### config.mk
export PLATFORM = sky130hd
export DESIGN_NAME = uart_flow_ctrl
export DESIGN_NICKNAME = d
export VERILOG_FILES = /design/src/rtl/uart_fc_pkg.sv /design/src/rtl/cts_sync.sv /design/src/rtl/rts_ctrl.sv /design/src/rtl/tx_gate.sv /design/src/rtl/uart_flow_ctrl.sv
export SDC_FILE = /design/constraint.sdc
export NUM_CORES = 1
export LEC_CHECK = 0
export BUFFER_PORTS_ARGS = -buffer_cell sky130_fd_sc_hd__buf_4
export CAP_MARGIN = 30
export CORE_AREA = 2 2 39 41
export DETAILED_ROUTE_END_ITERATION = 8
export DIE_AREA = 0 0 41 43
export GPL_ROUTABILITY_DRIVEN = 0
export GPL_TIMING_DRIVEN = 0
export PLACE_DENSITY = 0.5
export SLEW_MARGIN = 10
export SYNTH_ARGS = -nofsm -noshare
export SYNTH_HDL_FRONTEND = slang
export SYNTH_HIERARCHICAL = 1
export SYNTH_SLANG_ARGS = --single-unit
export TNS_END_PERCENT = 100
### constraint.sdc
create_clock -name clk_i -period 1.8 [get_ports clk_i]
set_input_delay 0.18 -clock clk_i [delete_from_list [all_inputs] [get_ports clk_i]]
set_output_delay 0.18 -clock clk_i [all_outputs]
set_load 0.01 [all_outputs]
### src/rtl/uart_fc_pkg.sv
package uart_fc_pkg;

  // trigger ladder: 1, d/4, d/2, d - d/8
  function automatic int unsigned ladder_lvl(input int unsigned depth,
                                             input logic [1:0] idx);
    case (idx)
      2'd0:    return 1;
      2'd1:    return depth / 4;
      2'd2:    return depth / 2;
      default: return depth - depth / 8;
    endcase
  endfunction

  // ladder index one step up, saturating at the top
  function automatic logic [1:0] next_idx(input logic [1:0] idx);
    return (idx == 2'd3) ? 2'd3 : idx + 2'd1;
  endfunction

endpackage

### src/rtl/cts_sync.sv
module cts_sync #(
  parameter int unsigned STAGES = 2
) (
  input  logic clk_i,
  input  logic rst_ni,
  input  logic d_i,
  output logic q_o
);
  logic [STAGES-1:0] pipe_q;

  always_ff @(posedge clk_i or negedge rst_ni) begin
    if (!rst_ni) pipe_q <= '0;
    else         pipe_q <= {pipe_q[STAGES-2:0], d_i};
  end

  assign q_o = pipe_q[STAGES-1];
endmodule

### src/rtl/rts_ctrl.sv
module rts_ctrl
  import uart_fc_pkg::*;
#(
  parameter int unsigned DEEP_DEPTH    = 64,
  parameter int unsigned SHALLOW_DEPTH = 16,
  parameter int unsigned CNT_W         = $clog2(DEEP_DEPTH + 1)
) (
  input  logic             clk_i,
  input  logic             rst_ni,
  input  logic             flow_on_i,
  input  logic [CNT_W-1:0] rx_fill_i,
  input  logic [1:0]       trig_sel_i,
  input  logic             deep_mode_i,
  output logic             rts_off_o
);
  localparam logic [CNT_W-1:0] FILL_EMPTY = '0;

  logic [CNT_W-1:0] release_lvl;
  logic             off_q;
  logic [1:0]       rel_idx;

  always_comb begin
    rel_idx = next_idx(trig_sel_i);
    if (deep_mode_i) release_lvl = CNT_W'(ladder_lvl(DEEP_DEPTH, rel_idx));
    else             release_lvl = CNT_W'(ladder_lvl(SHALLOW_DEPTH, rel_idx));
  end

  // hysteresis: off at release level, on again only when drained
  always_ff @(posedge clk_i or negedge rst_ni) begin
    if (!rst_ni)                       off_q <= 1'b0;
    else if (!flow_on_i)               off_q <= 1'b0;
    else if (rx_fill_i >= release_lvl) off_q <= 1'b1;
    else if (rx_fill_i == FILL_EMPTY)  off_q <= 1'b0;
  end

  assign rts_off_o = off_q;
endmodule

### src/rtl/tx_gate.sv
module tx_gate (
  input  logic clk_i,
  input  logic rst_ni,
  input  logic flow_on_i,
  input  logic cts_stop_i,
  input  logic stop_done_i,
  input  logic tx_idle_i,
  output logic tx_permit_o
);
  logic permit_q;

  // only update at a character boundary
  always_ff @(posedge clk_i or negedge rst_ni) begin
    if (!rst_ni)                      permit_q <= 1'b1;
    else if (!flow_on_i)              permit_q <= 1'b1;
    else if (stop_done_i || tx_idle_i) permit_q <= !cts_stop_i;
  end

  assign tx_permit_o = permit_q;
endmodule

### src/rtl/uart_flow_ctrl.sv
module uart_flow_ctrl #(
  parameter int unsigned DEEP_DEPTH    = 64,
  parameter int unsigned SHALLOW_DEPTH = 16,
  parameter int unsigned SYNC_STAGES   = 2,
  parameter int unsigned CNT_W         = $clog2(DEEP_DEPTH + 1)
) (
  input  logic             clk_i,
  input  logic             rst_ni,
  input  logic             cts_pin_i,
  input  logic [CNT_W-1:0] rx_fill_i,
  input  logic [1:0]       trig_sel_i,
  input  logic             deep_mode_i,
  input  logic             auto_en_i,
  input  logic             rts_bit_i,
  input  logic             stop_done_i,
  input  logic             tx_idle_i,
  output logic             tx_permit_o,
  output logic             rts_o
);
  logic flow_on;
  logic cts_s;
  logic rts_off;

  assign flow_on = auto_en_i & rts_bit_i;

  cts_sync #(.STAGES(SYNC_STAGES)) u_sync (
    .clk_i  (clk_i),
    .rst_ni (rst_ni),
    .d_i    (cts_pin_i),
    .q_o    (cts_s)
  );

  tx_gate u_gate (
    .clk_i       (clk_i),
    .rst_ni      (rst_ni),
    .flow_on_i   (flow_on),
    .cts_stop_i  (cts_s),
    .stop_done_i (stop_done_i),
    .tx_idle_i   (tx_idle_i),
    .tx_permit_o (tx_permit_o)
  );

  rts_ctrl #(
    .DEEP_DEPTH    (DEEP_DEPTH),
    .SHALLOW_DEPTH (SHALLOW_DEPTH),
    .CNT_W         (CNT_W)
  ) u_rts (
    .clk_i       (clk_i),
    .rst_ni      (rst_ni),
    .flow_on_i   (flow_on),
    .rx_fill_i   (rx_fill_i),
    .trig_sel_i  (trig_sel_i),
    .deep_mode_i (deep_mode_i),
    .rts_off_o   (rts_off)
  );

  // pin is active low: software bit 1 drives pin 0
  assign rts_o = flow_on ? rts_off : ~rts_bit_i;
endmodule

==> metrics.cfg <==
[global_route]
grt_pass1_vias = 296
overflow = 0
grt_use_total_pct = 10.2
grt_max_degree = 5
grt_pass1_wl_um = 1160
antenna_found_initial = 0

[final_layout]
nNetsFinal = 81
drive_above_1_share_pct = 42.1
antennaDiodeCount = 0
final_cell_mix = 18 x buf_4, 6 x ha_1, 3 x clkbuf_4, 3 x nand2_1, 3 x dfrtp_1
area_growth_pct = 58.8
final_common_cell = buf_4

[sta]
skew_ps = 10.4
finalCriticalPeriod_ps = 1180
fin_crit_sh_pct = 65.4
finalSetupViolations = 0
tns_ps = 0
timing.fmax_ghz = 0.850
hold_viol_final = 0
hold_ws_ps = 46.2
rsz0062_at_grt = no
slew_viol_final = 0

[floorplanning]
die_x_um = 41
num_rows = 14
die_h_um = 43
initial_core_util_pct = 23.5
core_um2 = 1380
io_pins = 19
dieArea_um2 = 1760

[route]
route.top_layer_used = met3
wl_met2_um = 325
routedWlPerCell_um = 9.32
drtIter0Drc = 7
drt-total-wl_um = 680
wl_met1_um = 315
ant_nets = 0
num_vias = 329
viasPerCell = 4.51
drc = 0
first_pass_iters = 3
met3_length_um = 39

[power]
power.total_mw = 0.301
p_seq_share_pct = 32.4
p_int_mw = 0.225
p_leak_nw = 0.252
clkPwrFrac_pct = 42.2
power_density_nw_per_um2 = 583
ir_drop_v = 0.000218
net-switching-power_mw = 0.0759
swShare_pct = 25.2
p_comb_share_pct = 25.4

[clocking]
clock-sinks = 4
htree_levels = 1
ctsResizeCount = 0
root_buffer = clkbuf_4
cts_tree = built
ctsLongestPathBuffers = 2
insertion_delay_ps = 240
cts_buffers = 3
path_clk_slew_ps = 50

[logic_synthesis]
ys.warnings.count = 6
async_reset_ff_share_pct = 100
syn_inst = 34
synth-edff-count = 0
synth_area_per_cell_um2 = 9.57
synth_seq_cells = 4
ys.flop_type = dfrtp_1
netlist_area_um2 = 325
ys_types = 20
synth-seq-area-share_pct = 31.2
synth_fp_nets = 57

[critical_path]
cp-end-kind = flop
worstPathRequired_ps = 1930
cp.buffers_inverters = 1
crit_type = in2reg
slowest_delay_ps = 550
start_kind = input port
arrival_ps = 1310
slowest_stage = or4_1
path_delay_family = simple AND/OR/NAND/NOR gates
crit_chain = buf_4 > or4_1 > o31ai_2 > nand3_1 > o21a_1
worstPathMaxFanout = 2

[outcome]
status = completed

[min_path]
hp-class = in2reg

[place]
port_buffers = 18
dp_hpwl_um = 579

[job]
maxCapViolations = 0

-- layer usage --
metal | global-route usage (%) | up-vias
li1 | - | 173
met1 | 13.5 | 147
met2 | 11.9 | 9
met3 | 3.14 | 0
met4 | 10.0 | 0
met5 | 0 | -
-- synthesized netlist by cell type (2+ instances only) --
library cell | number | area share (%)
ha_1 | 6 | 23
dfrtp_1 | 3 | 23
nand2_1 | 3 | 3.5
a211oi_1 | 2 | 4.6
inv_1 | 2 | 2.3
nand2b_1 | 2 | 3.8
nand3_1 | 2 | 3.1
o21a_1 | 2 | 4.6
-- power by group through the flow --
stage | combinational [mW] | sequential [mW] | clock [mW]
3_3_place_gp | 0.0747 | 0.0987 | 0
4_1_cts | 0.0776 | 0.0975 | 0.136
3_5_place_dp | 0.0755 | 0.0987 | 0
2_1_floorplan | 0.0329 | 0.0988 | 0
6_report | 0.0766 | 0.0974 | 0.127
5_1_grt | 0.0887 | 0.0976 | 0.144
-- logic make-up (layout without fill, tap and decap cells) --
group	after synthesis	count (layout)	share of synthesized area [%]
buffers and inverters	2	25	2.31
adder cells (fa/ha/maj)	6	6	23.1
AND/OR/NAND/NOR	11	11	19.2
other	1	1	1.15
AO/OA/AOI/OAI	10	10	23.1
flip-flops	4	4	31.2
-- final cells by class --
| cell class | instances | area [um2] |
|---|---|---|
| fill | 146 | 867 |
| multi-input combinational | 28 | 216 |
| timing repair buffer | 19 | 145 |
| sequential | 4 | 101 |
| clock buffer | 4 | 26.3 |
| tap | 16 | 20.0 |
| inverter | 2 | 7.51 |
-- registers in the layout, summed over array words and instances, names as in the netlist --
name / cells
u_gate/tx_permit_o: 1
u_sync/pipe_q: 2
u_rts/rts_off_o: 1
-- worst register-to-register path: cells and delay by family (launching register included) --
kind | cells | cell delay (ps)
and+or+nand+nor | 1 | 100
AOI/OAI and AO/OA | 2 | 230
DFF | 1 | 390
-- repair_timing --
item,CTS,global route
hold buffers,1,0
hold endpoints to repair,4,0
setup buffers,0,0
-- stage by stage --
step	utilization (%)	area, um2	std cells	setup slack (ps)
6_report	37.3	517	73	623
3_3_place_gp	34.7	480	68	365
2_1_floorplan	-	325	34	551
4_1_cts	37.3	517	73	634
5_1_grt	37.3	517	73	581
3_5_place_dp	34.7	480	68	366
-- path summary, 6_finish.rpt --
path	depth (start not counted)	start	to	slack, ps
max reg2reg	3	u_rts/rts_off_o	u_rts/rts_off_o	970
min in group asynchronous	2	rst_ni	u_sync/pipe_q[0]	270
max	5	rx_fill_i[0]	u_rts/rts_off_o	620
max in group asynchronous	2	rst_ni	u_gate/tx_permit_o	1330
min	1	cts_pin_i	u_sync/pipe_q[0]	50
min reg2reg	0	u_sync/pipe_q[0]	u_sync/pipe_q[1]	360
Note: power is estimated with default switching activity, not from simulation.
